## config.mk

```make
export PLATFORM = sky130hd
export DESIGN_NAME = i2c_burst_target
export DESIGN_NICKNAME = d
export VERILOG_FILES = /design/src/rtl/i2c_burst_pkg.sv /design/src/rtl/i2c_line_sync.sv /design/src/rtl/i2c_wlen_dec.sv /design/src/rtl/i2c_burst_target.sv
export SDC_FILE = /design/constraint.sdc
export NUM_CORES = 1
export LEC_CHECK = 0
export ABC_CLOCK_PERIOD_IN_PS = 4000
export BUFFER_PORTS_ARGS = -buffer_cell sky130_fd_sc_hd__buf_4
export CAP_MARGIN = 20
export CELL_PAD_IN_SITES_DETAIL_PLACEMENT = 1
export CELL_PAD_IN_SITES_GLOBAL_PLACEMENT = 1
export CORE_ASPECT_RATIO = 1.2
export CORE_MARGIN = 2
export CORE_UTILIZATION = 42
export CTS_BUF_LIST = sky130_fd_sc_hd__clkbuf_8
export CTS_CLUSTER_DIAMETER = 60
export DETAILED_ROUTE_END_ITERATION = 8
export GPL_TIMING_DRIVEN = 0
export PLACE_DENSITY = 0.91
export SYNTH_ARGS = -nofsm -noshare
export SYNTH_HDL_FRONTEND = slang
export SYNTH_SLANG_ARGS = --single-unit
```

## constraint.sdc

```tcl
create_clock -name clk -period 4 [get_ports clk]
set_input_delay 0 -clock clk [delete_from_list [all_inputs] [get_ports clk]]
set_output_delay 0 -clock clk [all_outputs]
set_load 0.02 [all_outputs]
```

## src/rtl/i2c_burst_pkg.sv

```systemverilog
package i2c_burst_pkg;
  localparam int unsigned SUB_W   = 16;
  localparam int unsigned MAXLEN  = 5;
  localparam int unsigned WORD_W  = 8 * MAXLEN;
  localparam int unsigned LEN_W   = 3;

  typedef enum logic [2:0] {
    S_IDLE, S_RX, S_ACK, S_LOAD, S_TX, S_MACK
  } st_t;

  typedef enum logic [1:0] {
    K_DEV, K_SUBH, K_SUBL, K_DATA
  } kind_t;
endpackage

```

## src/rtl/i2c_line_sync.sv

```systemverilog
module i2c_line_sync #(
  parameter int unsigned STAGES = 2
) (
  input  logic clk,
  input  logic rst_n,
  input  logic line_i,
  output logic lvl,
  output logic rise,
  output logic fall
);
  logic [STAGES:0] sh_q;

  always_ff @(posedge clk or negedge rst_n) begin
    if (!rst_n) sh_q <= '1;
    else        sh_q <= {sh_q[STAGES-1:0], line_i};
  end

  assign lvl  = sh_q[STAGES-1];
  assign rise = sh_q[STAGES-1] & ~sh_q[STAGES];
  assign fall = ~sh_q[STAGES-1] & sh_q[STAGES];
endmodule

```

## src/rtl/i2c_wlen_dec.sv

```systemverilog
module i2c_wlen_dec import i2c_burst_pkg::*; #(
  parameter logic [SUB_W-1:0] LEN2_FROM = 16'd16,
  parameter logic [SUB_W-1:0] LEN3_FROM = 16'd32,
  parameter logic [SUB_W-1:0] LEN4_FROM = 16'd48,
  parameter logic [SUB_W-1:0] LEN5_FROM = 16'd56
) (
  input  logic [SUB_W-1:0] sub,
  output logic [LEN_W-1:0] len
);
  always_comb begin
    if      (sub < LEN2_FROM) len = 3'd1;
    else if (sub < LEN3_FROM) len = 3'd2;
    else if (sub < LEN4_FROM) len = 3'd3;
    else if (sub < LEN5_FROM) len = 3'd4;
    else                      len = 3'd5;
  end
endmodule

```

## src/rtl/i2c_burst_target.sv

```systemverilog
module i2c_burst_target import i2c_burst_pkg::*; #(
  parameter logic [6:0]       DEV_BASE    = 7'h34,
  parameter int unsigned      ASEL_W      = 2,
  parameter int unsigned      SYNC_STAGES = 2,
  parameter logic [SUB_W-1:0] LEN2_FROM   = 16'd16,
  parameter logic [SUB_W-1:0] LEN3_FROM   = 16'd32,
  parameter logic [SUB_W-1:0] LEN4_FROM   = 16'd48,
  parameter logic [SUB_W-1:0] LEN5_FROM   = 16'd56,
  parameter logic [SUB_W-1:0] TOP         = 16'd63
) (
  input  logic              clk,
  input  logic              rst_n,
  input  logic [ASEL_W-1:0] addr_sel,
  input  logic              scl_i,
  input  logic              sda_i,
  output logic              sda_oe,
  output logic [SUB_W-1:0]  reg_addr,
  output logic              reg_wr,
  output logic [WORD_W-1:0] reg_wdata,
  output logic              reg_rd,
  input  logic [WORD_W-1:0] reg_rdata
);
  localparam logic [SUB_W:0] TOP_X = {1'b0, TOP};

  // reset: asserted asynchronously, released on the clock
  logic [1:0] rst_sh;
  logic       rst_q_n;
  always_ff @(posedge clk or negedge rst_n) begin
    if (!rst_n) rst_sh <= 2'b00;
    else        rst_sh <= {rst_sh[0], 1'b1};
  end
  assign rst_q_n = rst_sh[1];

  logic scl_lvl, scl_rise, scl_fall, sda_lvl, sda_rise, sda_fall;
  i2c_line_sync #(.STAGES(SYNC_STAGES)) u_scl (.clk(clk), .rst_n(rst_q_n), .line_i(scl_i),
    .lvl(scl_lvl), .rise(scl_rise), .fall(scl_fall));
  i2c_line_sync #(.STAGES(SYNC_STAGES)) u_sda (.clk(clk), .rst_n(rst_q_n), .line_i(sda_i),
    .lvl(sda_lvl), .rise(sda_rise), .fall(sda_fall));

  st_t               st, st_n;
  kind_t             kind, kind_n;
  logic [3:0]        bitcnt, bitcnt_n;
  logic [7:0]        shreg, shreg_n, sub_hi, sub_hi_n;
  logic [SUB_W-1:0]  addr, addr_n;
  logic [LEN_W-1:0]  bytecnt, bytecnt_n, wlen, wlen_n;
  logic [WORD_W-1:0] wbuf, wbuf_n, rword, rword_n;
  logic              rw, rw_n, pend, pend_n, commit, commit_n, nack, nack_n;
  logic              oe, oe_n, wr_q, wr_n, rd_q, rd_n;

  logic [6:0]        dev_id;
  logic              start_c, stop_c, last_r, adv_r, go_read;
  logic [SUB_W:0]    ea_w;
  logic [SUB_W-1:0]  ea_r;
  logic [LEN_W-1:0]  len_w, len_r, ln_w;
  logic [7:0]        pick;

  assign dev_id  = {DEV_BASE[6:ASEL_W], addr_sel};
  assign start_c = scl_lvl & sda_fall;
  assign stop_c  = scl_lvl & sda_rise;
  assign last_r  = (bytecnt + 3'd1) == wlen;
  assign adv_r   = (st == S_MACK) ? last_r : pend;
  assign ea_r    = (adv_r && addr < TOP) ? addr + 16'd1 : addr;
  assign ea_w    = pend ? {1'b0, addr} + 17'd1 : {1'b0, addr};
  assign ln_w    = (bytecnt == 3'd0) ? len_w : wlen;

  i2c_wlen_dec #(.LEN2_FROM(LEN2_FROM), .LEN3_FROM(LEN3_FROM), .LEN4_FROM(LEN4_FROM),
    .LEN5_FROM(LEN5_FROM)) u_dec_w (.sub(ea_w[SUB_W-1:0]), .len(len_w));
  i2c_wlen_dec #(.LEN2_FROM(LEN2_FROM), .LEN3_FROM(LEN3_FROM), .LEN4_FROM(LEN4_FROM),
    .LEN5_FROM(LEN5_FROM)) u_dec_r (.sub(ea_r), .len(len_r));

  // byte idx of a len-byte word, counted from the most significant end
  function automatic logic [7:0] word_byte(input logic [WORD_W-1:0] w,
                                           input logic [LEN_W-1:0] len,
                                           input logic [LEN_W-1:0] idx);
    logic [LEN_W-1:0] k;
    k = len - 3'd1 - idx;
    return w[{k, 3'b000} +: 8];
  endfunction

  always_comb begin
    st_n = st;  kind_n = kind;  bitcnt_n = bitcnt;  shreg_n = shreg;
    sub_hi_n = sub_hi;  addr_n = addr;  bytecnt_n = bytecnt;  wlen_n = wlen;
    wbuf_n = wbuf;  rword_n = rword;  rw_n = rw;  pend_n = pend;
    commit_n = commit;  nack_n = nack;  oe_n = oe;
    wr_n = 1'b0;  rd_n = 1'b0;  go_read = 1'b0;  pick = 8'h00;
    if (stop_c) begin
      st_n = S_IDLE;  oe_n = 1'b0;  pend_n = 1'b0;  bytecnt_n = '0;  commit_n = 1'b0;
    end else if (start_c) begin
      st_n = S_RX;  kind_n = K_DEV;  bitcnt_n = '0;  oe_n = 1'b0;
      bytecnt_n = '0;  commit_n = 1'b0;
    end else begin
      unique case (st)
        S_IDLE: ;
        S_RX: begin
          if (scl_rise && bitcnt < 4'd8) begin
            shreg_n  = {shreg[6:0], sda_lvl};
            bitcnt_n = bitcnt + 4'd1;
          end else if (scl_fall && bitcnt == 4'd8) begin
            bitcnt_n = '0;
            st_n     = S_IDLE;
            unique case (kind)
              K_DEV: if (shreg[7:1] == dev_id) begin
                rw_n = shreg[0];  st_n = S_ACK;  oe_n = 1'b1;
              end
              K_SUBH: begin
                sub_hi_n = shreg;  kind_n = K_SUBL;  st_n = S_ACK;  oe_n = 1'b1;
              end
              K_SUBL: if ({sub_hi, shreg} <= TOP) begin
                addr_n = {sub_hi, shreg};  pend_n = 1'b0;  bytecnt_n = '0;
                kind_n = K_DATA;  st_n = S_ACK;  oe_n = 1'b1;
              end
              K_DATA: if (ea_w <= TOP_X) begin
                addr_n = ea_w[SUB_W-1:0];  pend_n = 1'b0;  wlen_n = ln_w;
                wbuf_n = (bytecnt == 3'd0) ? {{(WORD_W-8){1'b0}}, shreg}
                                           : {wbuf[WORD_W-9:0], shreg};
                if (bytecnt + 3'd1 == ln_w) begin
                  commit_n = 1'b1;  bytecnt_n = '0;  pend_n = 1'b1;
                end else begin
                  bytecnt_n = bytecnt + 3'd1;
                end
                st_n = S_ACK;  oe_n = 1'b1;
              end
            endcase
          end
        end
        S_ACK: if (scl_fall) begin
          oe_n = 1'b0;
          if (commit) begin
            wr_n = 1'b1;  commit_n = 1'b0;
          end
          if (kind == K_DEV && rw) go_read = 1'b1;
          else begin
            st_n = S_RX;
            if (kind == K_DEV) kind_n = K_SUBH;
          end
        end
        S_LOAD: begin
          rword_n  = reg_rdata;
          pick     = word_byte(reg_rdata, wlen, 3'd0);
          shreg_n  = pick;  oe_n = ~pick[7];  bitcnt_n = '0;  st_n = S_TX;
        end
        S_TX: if (scl_fall) begin
          if (bitcnt == 4'd7) begin
            oe_n = 1'b0;  st_n = S_MACK;  bitcnt_n = '0;
          end else begin
            shreg_n  = {shreg[6:0], 1'b0};
            oe_n     = ~shreg[6];
            bitcnt_n = bitcnt + 4'd1;
          end
        end
        S_MACK: begin
          if (scl_rise) nack_n = sda_lvl;
          if (scl_fall) begin
            bytecnt_n = last_r ? 3'd0 : bytecnt + 3'd1;
            pend_n    = last_r | pend;
            if (nack)        st_n = S_IDLE;
            else if (last_r) go_read = 1'b1;
            else begin
              pick    = word_byte(rword, wlen, bytecnt + 3'd1);
              shreg_n = pick;  oe_n = ~pick[7];  bitcnt_n = '0;  st_n = S_TX;
            end
          end
        end
        default: st_n = S_IDLE;
      endcase
      if (go_read) begin
        addr_n = ea_r;  pend_n = 1'b0;  wlen_n = len_r;  bytecnt_n = '0;
        rd_n = 1'b1;  st_n = S_LOAD;
      end
    end
  end

  always_ff @(posedge clk or negedge rst_q_n) begin
    if (!rst_q_n) begin
      st <= S_IDLE;  kind <= K_DEV;  bitcnt <= '0;  shreg <= '0;  sub_hi <= '0;
      addr <= '0;  bytecnt <= '0;  wlen <= 3'd1;  wbuf <= '0;  rword <= '0;
      rw <= 1'b0;  pend <= 1'b0;  commit <= 1'b0;  nack <= 1'b0;
      oe <= 1'b0;  wr_q <= 1'b0;  rd_q <= 1'b0;
    end else begin
      st <= st_n;  kind <= kind_n;  bitcnt <= bitcnt_n;  shreg <= shreg_n;
      sub_hi <= sub_hi_n;  addr <= addr_n;  bytecnt <= bytecnt_n;  wlen <= wlen_n;
      wbuf <= wbuf_n;  rword <= rword_n;  rw <= rw_n;  pend <= pend_n;
      commit <= commit_n;  nack <= nack_n;  oe <= oe_n;  wr_q <= wr_n;  rd_q <= rd_n;
    end
  end

  assign sda_oe    = oe;
  assign reg_addr  = addr;
  assign reg_wr    = wr_q;
  assign reg_wdata = wbuf;
  assign reg_rd    = rd_q;
endmodule

```

==> flow_results.xml, run 1 <==
<?xml version="1.0" encoding="UTF-8"?>
<metrics>
  <group name="global_route">
    <metric name="antenna_violations_before_repair" unit="">0</metric>
    <metric name="grt_pass1_vias" unit="">7849</metric>
    <metric name="globalRouteTotalUtil" unit="%">27.5</metric>
    <metric name="grt_overflow" unit="">0</metric>
    <metric name="grt_max_degree" unit="">64</metric>
    <metric name="grt_pass1_wl" unit="um">42200</metric>
  </group>
  <group name="placement">
    <metric name="hpwlAfterDp" unit="um">17700</metric>
    <metric name="replace_congestion" unit="">0.912</metric>
    <metric name="io_buffer_count" unit="">104</metric>
  </group>
  <group name="setup_path">
    <metric name="critPathCaptureType" unit="">register</metric>
    <metric name="start_kind" unit="">register</metric>
    <metric name="setup.reg_to_reg.worst_slack" unit="ns">0.18</metric>
    <metric name="crit_type" unit="">reg -&gt; reg</metric>
    <metric name="worstPathArrival" unit="ns">4.23</metric>
    <metric name="required" unit="ns">4.41</metric>
    <metric name="highest_net_fanout_along_the_worst_path" unit="">10</metric>
  </group>
  <group name="finish">
    <metric name="layout-drive-gt1-share" unit="%">25.9</metric>
    <metric name="num_antenna_cells" unit="">0</metric>
    <metric name="register_area" unit="mm2">0.00357</metric>
    <metric name="num-nets-final" unit="">1023</metric>
    <metric name="fillers" unit="">2083</metric>
    <metric name="post-route-util" unit="%">53.8</metric>
    <metric name="multi_input_area" unit="mm2">0.00406</metric>
    <metric name="syn2layout_area_growth" unit="%">25.0</metric>
  </group>
  <group name="yosys">
    <metric name="ys_seq_area_share" unit="%">45.3</metric>
    <metric name="syn-cell-area" unit="mm2">0.00786</metric>
    <metric name="ys_async_sr_fraction" unit="%">100</metric>
    <metric name="avgSynthCellArea" unit="um2">9.78</metric>
    <metric name="synth.lib_cells_used.distinct" unit="">73</metric>
    <metric name="number_of_standard_cells_after_synthesis" unit="">803</metric>
    <metric name="ys_seq_elements" unit="">142</metric>
    <metric name="synthesis.yosys.warnings" unit="">0</metric>
    <metric name="top_reg_cell_synth" unit="">dfrtp_1</metric>
    <metric name="synth_edf_count" unit="">0</metric>
    <metric name="synth_nets" unit="">857</metric>
  </group>
  <group name="detailed_routing">
    <metric name="dr_vias" unit="">7238</metric>
    <metric name="detailedRoute.firstPassIterationCount" unit="">5</metric>
    <metric name="drt.antenna.violating_nets" unit="">0</metric>
    <metric name="drt-total-wl" unit="um">26700</metric>
    <metric name="routed_via_density" unit="">6.01</metric>
    <metric name="drt_iter0_drcs" unit="">518</metric>
    <metric name="post-route-drc-count" unit="">0</metric>
    <metric name="routed_wire_length_per_instance" unit="um">22.2</metric>
  </group>
  <group name="power_and_ir_drop">
    <metric name="power.combinational.fraction" unit="%">31.5</metric>
    <metric name="pwr_density_cell" unit="mW/mm2">471</metric>
    <metric name="pwr-share-clk" unit="%">25.8</metric>
    <metric name="total_power" unit="mW">4.63</metric>
    <metric name="power.share.sequential" unit="%">42.7</metric>
    <metric name="vdd_ir_drop_max" unit="mV">0.297</metric>
    <metric name="p_leak" unit="nW">4.40</metric>
    <metric name="netSwitchingFraction" unit="%">37.7</metric>
    <metric name="total_switching_power" unit="mW">1.75</metric>
    <metric name="internal_power" unit="mW">2.89</metric>
  </group>
  <group name="run">
    <metric name="maxCapViolCount" unit="">0</metric>
  </group>
  <group name="sta">
    <metric name="totalNegativeSetupSlack" unit="ns">0</metric>
    <metric name="final-hold-violation-count" unit="">0</metric>
    <metric name="actual_transition_at_the_worst_max_transition_pin" unit="ns">0.927</metric>
    <metric name="maximum_achievable_frequency" unit="MHz">262</metric>
    <metric name="setup_viol" unit="">0</metric>
    <metric name="maxSlewHeadroom" unit="%">37.7</metric>
    <metric name="period_needed" unit="ns">3.82</metric>
    <metric name="timing.final.crit_share" unit="%">95.4</metric>
    <metric name="grt_setup_unrepaired" unit="">no</metric>
    <metric name="fin_skew" unit="ns">0.0213</metric>
    <metric name="report.final.slew_viol_count" unit="">0</metric>
  </group>
  <group name="worst_hold_path">
    <metric name="worst_hold_path_type" unit="">in -&gt; reg</metric>
  </group>
  <group name="cts">
    <metric name="clk_latency" unit="ns">0.48</metric>
    <metric name="clk_path_buf_depth" unit="">2</metric>
    <metric name="cts_buffers" unit="">17</metric>
    <metric name="cts_root_buf" unit="">clkbuf_8</metric>
    <metric name="cts_tree" unit="">done</metric>
    <metric name="h-tree-depth" unit="">4</metric>
    <metric name="cts.sinks" unit="">142</metric>
    <metric name="clkSlewWorstSetupHoldPaths" unit="ns">0.09</metric>
  </group>
  <group name="floorplanning">
    <metric name="design.portCount" unit="">105</metric>
    <metric name="die_w" unit="um">129</metric>
    <metric name="core" unit="mm2">0.0182</metric>
    <metric name="die_area" unit="mm2">0.0198</metric>
    <metric name="floorplan.initialDensity" unit="%">43.1</metric>
    <metric name="floorplan.rows" unit="">54</metric>
    <metric name="chipHeight" unit="um">154</metric>
  </group>
  <group name="status">
    <metric name="run_status" unit="">complete, no violations</metric>
  </group>
</metrics>
## final cells by class
cell class	count	share of cell area [%]
Sequential cell	142	36.3
Timing Repair Buffer	150	13.0
Clock inverter	14	1.59
Inverter	16	0.612
Clock buffer	17	2.38
Tap cell	224	2.85
Buffer	43	1.91
Multi-Input combinational cell	599	41.3
## flip-flops by register name, summed over array words and instances, names as in the netlist, 3 cells and up
| signal | cells |
|---|---|
| sub_hi | 8 |
| reg_wdata | 40 |
| reg_addr | 16 |
| u_sda.sh_q | 3 |
| wlen | 3 |
| u_scl.sh_q | 3 |
| bitcnt | 4 |
| rword | 40 |
| shreg | 8 |
| st | 3 |
| bytecnt | 3 |
## worst paths after layout
check	startpoint	to	cells past startpoint
worst max-delay path	wlen[0]	shreg[7]	11
worst min-delay path	addr_sel[0]	rw	5
worst max register to register	wlen[0]	shreg[7]	11
worst min register to register	rst_sh[1]	sda_oe	0
max in group asynchronous	rst_sh[1]	wlen[0]	2
min in group asynchronous	rst_sh[1]	sda_oe	0
## Yosys cell counts (all sizes together) (2+ instances only)
master	instances	area (um2)
a211oi	5	42.5
a21o	5	37.5
a21oi	61	305
a22oi	6	45.0
a311oi	2	17.5
a31o	2	17.5
a31oi	6	37.5
and2	10	62.6
and3	18	113
and4	6	57.6
buf	12	67.6
clkbuf	34	128
dfrtp	135	3380
dfstp	7	184
ha	7	87.6
inv	16	60.1
mux2	63	709
mux2i	6	60.1
mux4	15	338
nand2	108	405
nand2b	8	50.1
nand3	30	155
nand4	10	83.8
nand4b	3	32.5
nor2	58	218
nor2b	13	81.3
nor3	18	105
nor4	6	37.5
o2111ai	2	17.5
o211ai	3	22.5
o21a	4	31.3
o21ai	63	319
o22ai	14	93.8
o31ai	4	43.8
or2	5	31.3
or3	3	18.8
or4	2	15.0
xnor2	9	86.3
xor2	9	78.8
## routing by layer
layer | global-route usage, % | share of wire (%)
met1 | 31.9 | 39
met3 | 5.22 | 4.8
met5 | 0 | 0
met4 | 12.9 | 4.2
met2 | 48.6 | 52
## critical path: stages, from the launching register on
cell and delay (ns):
dfstp_2 0.56, clkbuf_4 0.31, inv_1 0.22, ha_4 0.22, xnor2_2 0.54, xnor2_1 0.25, xnor2_1 0.78, a21oi_1 0.25
nand2_1 0.11, o21ai_0 0.10, a21oi_1 0.23, mux2_2 0.18
## what timing repair did
item | 4_1_cts | 5_1_grt
endpoints found under the hold margin | 44 | 0
hold buffers | 44 | 0
endpoints found under the setup margin | 9 | 13
gates resized for setup | 4 | 3
setup buffers | 0 | 0
## power groups by stage
stage / sequential [mW] / combinational (mW) / clock, mW
CTS: 1.93 / 1.39 / 1.20
finish: 1.98 / 1.46 / 1.20
detailed placement: 1.96 / 1.35 / 0
floorplan: 1.87 / 0.969 / 0
global placement: 1.95 / 1.26 / 0
global route: 1.99 / 1.57 / 1.26
## kinds of logic (layout without fill, tap and decap cells)
| kind of cell | after synthesis | count (layout) | synth area share, % |
|---|---|---|---|
| buffers and inverters | 62 | 240 | 3.25 |
| other | 1 | 1 | 0.0477 |
| XOR/XNOR | 19 | 19 | 2.41 |
| adder cells (fa/ha/maj) | 8 | 8 | 1.37 |
| flip-flops | 142 | 142 | 45.3 |
| AND/OR/NAND/NOR | 301 | 301 | 19.1 |
| multiplexers | 84 | 84 | 14.1 |
| AO/OA/AOI/OAI | 186 | 186 | 14.4 |
## placed cells by master, fill, tap and decap left out, drive strengths merged, types with 4 or more instances in the layout
master	Yosys	final
a211oi	5	5
a21o	5	5
a21oi	61	61
a22oi	6	6
a31oi	6	6
and2	10	10
and3	18	18
and4	6	6
buf	12	116
clkbuf	34	50
dfrtp	135	135
dfstp	7	7
dlygate4sd3	0	44
ha	7	7
inv	16	22
mux2	63	63
mux2i	6	6
mux4	15	15
nand2	108	108
nand2b	8	8
nand3	30	30
nand4	10	10
nor2	58	58
nor2b	13	13
nor3	18	18
nor4	6	6
o21a	4	4
o21ai	63	63
o22ai	14	14
o31ai	4	4
or2	5	5
xnor2	9	9
xor2	9	9
## through the flow
step	worst slack (ns)	hold WS (ns)	area, um2	instances
global placement	-1.04	-0.216	8920	1131
detailed placement	-1.26	-0.215	8970	1133
CTS	0.0200	0.103	9810	1206
floorplan	0.205	-0.296	7860	803
global route	0.0482	0.122	9820	1205
finish	0.182	0.115	9820	1205
(Power assumes the default switching activity.)
==> inputs of run 2 (changes only) <==
- BUFFER_PORTS_ARGS: -buffer_cell sky130_fd_sc_hd__buf_4 -> not set
- CORE_UTILIZATION: 42 -> 46
- CTS_CLUSTER_DIAMETER: 60 -> not set
- DONT_BUFFER_PORTS: not set -> 1
- PLACE_DENSITY: 0.91 -> 0.9
==> run 2 against run 1 <==
  * Register-to-register slack got worse by 0.16 ns
  * Flip-flop and latch count did not move
  * Critical path type unchanged
  * Non-clock buffer count fell by 103
  * Highest routed layer unchanged
  * Clock skew rose by 0.0052 ns
  * Critical endpoint is now shreg[0]
  * First-iteration DRC count rose by 1.2%
==> flow_results.xml, run 2 (synthesis results as in run 1) <==
<?xml version="1.0" encoding="UTF-8"?>
<metrics>
  <group name="status">
    <metric name="run_status" unit="">complete, no violations</metric>
  </group>
  <group name="finish">
    <metric name="layout-drive-gt1-share" unit="%">17.0</metric>
    <metric name="layoutNonFillerInstCount" unit="">1094</metric>
    <metric name="most-common-layout-cells" unit="">dfrtp_1, nand2_1, a21oi_1, nor2_1, mux2_2</metric>
    <metric name="syn2layout_area_growth" unit="%">15.3</metric>
    <metric name="fillers" unit="">1857</metric>
    <metric name="num-nets-final" unit="">920</metric>
    <metric name="num_antenna_cells" unit="">0</metric>
    <metric name="layout.cells.most_common" unit="">dfrtp_1</metric>
  </group>
  <group name="floorplanning">
    <metric name="floorplan.rows" unit="">52</metric>
    <metric name="core" unit="mm2">0.0168</metric>
    <metric name="chipHeight" unit="um">147</metric>
    <metric name="design.portCount" unit="">105</metric>
    <metric name="die_w" unit="um">123</metric>
    <metric name="floorplan.initialDensity" unit="%">46.8</metric>
    <metric name="die_area" unit="mm2">0.0181</metric>
  </group>
  <group name="cts">
    <metric name="cts_tree" unit="">done</metric>
    <metric name="cts.repair_timing.setup_buffer_count" unit="">0</metric>
    <metric name="clk_latency" unit="ns">0.49</metric>
    <metric name="cts_root_buf" unit="">clkbuf_8</metric>
    <metric name="h-tree-depth" unit="">4</metric>
    <metric name="cts_buffers" unit="">17</metric>
    <metric name="clk_path_buf_depth" unit="">2</metric>
    <metric name="clkSlewWorstSetupHoldPaths" unit="ns">0.09</metric>
    <metric name="cts.sinks" unit="">142</metric>
  </group>
  <group name="worst_hold_path">
    <metric name="whs_path_depth" unit="">4</metric>
    <metric name="worst_hold_path.endpoint" unit="">rw</metric>
    <metric name="hold_path.startpoint" unit="">addr_sel[0]</metric>
    <metric name="worst_hold_path_type" unit="">in -&gt; reg</metric>
  </group>
  <group name="detailed_routing">
    <metric name="drt_iter0_drcs" unit="">524</metric>
    <metric name="dr_vias" unit="">6899</metric>
    <metric name="drt-total-wl" unit="um">26500</metric>
    <metric name="detailedRoute.firstPassIterationCount" unit="">5</metric>
    <metric name="drt.antenna.violating_nets" unit="">0</metric>
    <metric name="routed_wire_length_per_instance" unit="um">24.2</metric>
    <metric name="post-route-drc-count" unit="">0</metric>
    <metric name="routed_via_density" unit="">6.31</metric>
  </group>
  <group name="placement">
    <metric name="placed_cells" unit="">1021</metric>
    <metric name="io_buffer_count" unit="">0</metric>
    <metric name="replace_congestion" unit="">0.917</metric>
    <metric name="hpwlAfterDp" unit="um">16900</metric>
    <metric name="placement.setup.worst_slack" unit="ns">-1.12</metric>
  </group>
  <group name="global_route">
    <metric name="antenna_violations_before_repair" unit="">0</metric>
    <metric name="globalRouteTotalUtil" unit="%">30.0</metric>
    <metric name="grt_pass1_wl" unit="um">41500</metric>
    <metric name="grt_max_degree" unit="">52</metric>
    <metric name="grt_overflow" unit="">0</metric>
    <metric name="grt_pass1_vias" unit="">7472</metric>
  </group>
  <group name="setup_path">
    <metric name="reg2reg_to" unit="">shreg[0]</metric>
    <metric name="timing.rr.start" unit="">wlen[0]</metric>
    <metric name="crit_type" unit="">reg -&gt; reg</metric>
    <metric name="start_kind" unit="">register</metric>
    <metric name="critPathCaptureType" unit="">register</metric>
    <metric name="worstRegToRegCells" unit="">11</metric>
    <metric name="highest_net_fanout_along_the_worst_path" unit="">10</metric>
    <metric name="required" unit="ns">4.43</metric>
    <metric name="setup.reg_to_reg.worst_slack" unit="ns">0.02</metric>
    <metric name="worstPathArrival" unit="ns">4.41</metric>
  </group>
  <group name="sta">
    <metric name="timing.final.crit_share" unit="%">99.5</metric>
    <metric name="period_needed" unit="ns">3.98</metric>
    <metric name="final_worst_slack" unit="ns">0.0182</metric>
    <metric name="report.final.slew_viol_count" unit="">0</metric>
    <metric name="maxSlewHeadroom" unit="%">34.4</metric>
    <metric name="setup_viol" unit="">0</metric>
    <metric name="maximum_achievable_frequency" unit="MHz">251</metric>
    <metric name="actual_transition_at_the_worst_max_transition_pin" unit="ns">0.981</metric>
    <metric name="fin_skew" unit="ns">0.0264</metric>
    <metric name="final-hold-violation-count" unit="">0</metric>
  </group>
  <group name="power_and_ir_drop">
    <metric name="vdd_ir_drop_max" unit="mV">0.317</metric>
    <metric name="pwr_density_cell" unit="mW/mm2">514</metric>
    <metric name="total_power" unit="mW">4.66</metric>
    <metric name="p_leak" unit="nW">3.88</metric>
  </group>
  <group name="run">
    <metric name="maxCapViolCount" unit="">0</metric>
  </group>
</metrics>
-- run 2: timing repair --
item	CTS	global route
setup endpoints to repair	9	9
gates resized for setup	4	4
pin swaps	0	0
hold buffers	44	0
hold endpoints to repair	44	0
-- run 2: metal layers --
layer	global-route usage [%]	up-vias	part of all wire, %
met4	14.8	0	5.0
met2	52.1	315	52
met1	33.6	3468	36
met3	7.73	102	7.3
met5	0	-	0
li1	-	3014	-
-- run 2: critical path: stages (launching register included) --
cell,delay [ns]
dfstp_2,0.56
clkbuf_4,0.31
inv_1,0.25
ha_4,0.24
xnor2_2,0.65
xnor2_1,0.25
xnor2_1,0.74
nand2_1,0.21
a21oi_1,0.24
a21oi_1,0.08
a21oi_1,0.21
mux2_2,0.19
-- run 2: where the power goes --
part | total [mW] | internal, mW | switching, mW
registers | 1.99 | 1.70 | 0.300
clock network | 1.25 | 0.633 | 0.617
logic | 1.42 | 0.592 | 0.824
total | 4.66 | 2.92 | 1.74
-- run 2: how the worst max path moves through the flow --
| stage | start | endpoint | slack [ns] |
|---|---|---|---|
| 6_report | wlen[0] | shreg[0] | 0.02 |
| 5_1_grt | wlen[0] | shreg[0] | -0.02 |
| 2_1_floorplan | wlen[0] | shreg[7] | 0.21 |
| 3_3_place_gp | wlen[0] | shreg[7] | -1.07 |
| 3_5_place_dp | wlen[0] | shreg[7] | -1.12 |
| 4_1_cts | wlen[0] | shreg[7] | 0.06 |
-- run 2: cell type report --
class / count / area (um2) / area share [%]
buffer: 44 / 191 / 2.11
clock buffer: 18 / 248 / 2.73
clock inverter: 13 / 166 / 1.84
inverter: 16 / 60.1 / 0.663
multi-input combinational: 599 / 4060 / 44.8
sequential: 142 / 3570 / 39.4
tap: 216 / 270 / 2.98
timing repair buffer: 46 / 495 / 5.47
-- run 2: metrics by stage --
stage               hold WS, ns  TNS [ns]  util, %  instance area [um2]
finish                   0.0187         0     54.0                 9060
global route             0.0573   -0.0159     54.0                 9060
CTS                      0.0146         0     53.9                 9040
detailed placement       -0.296     -8.33     48.8                 8180
global placement         -0.296     -7.57     48.4                 8130
floorplan                -0.296         0        -                 7860
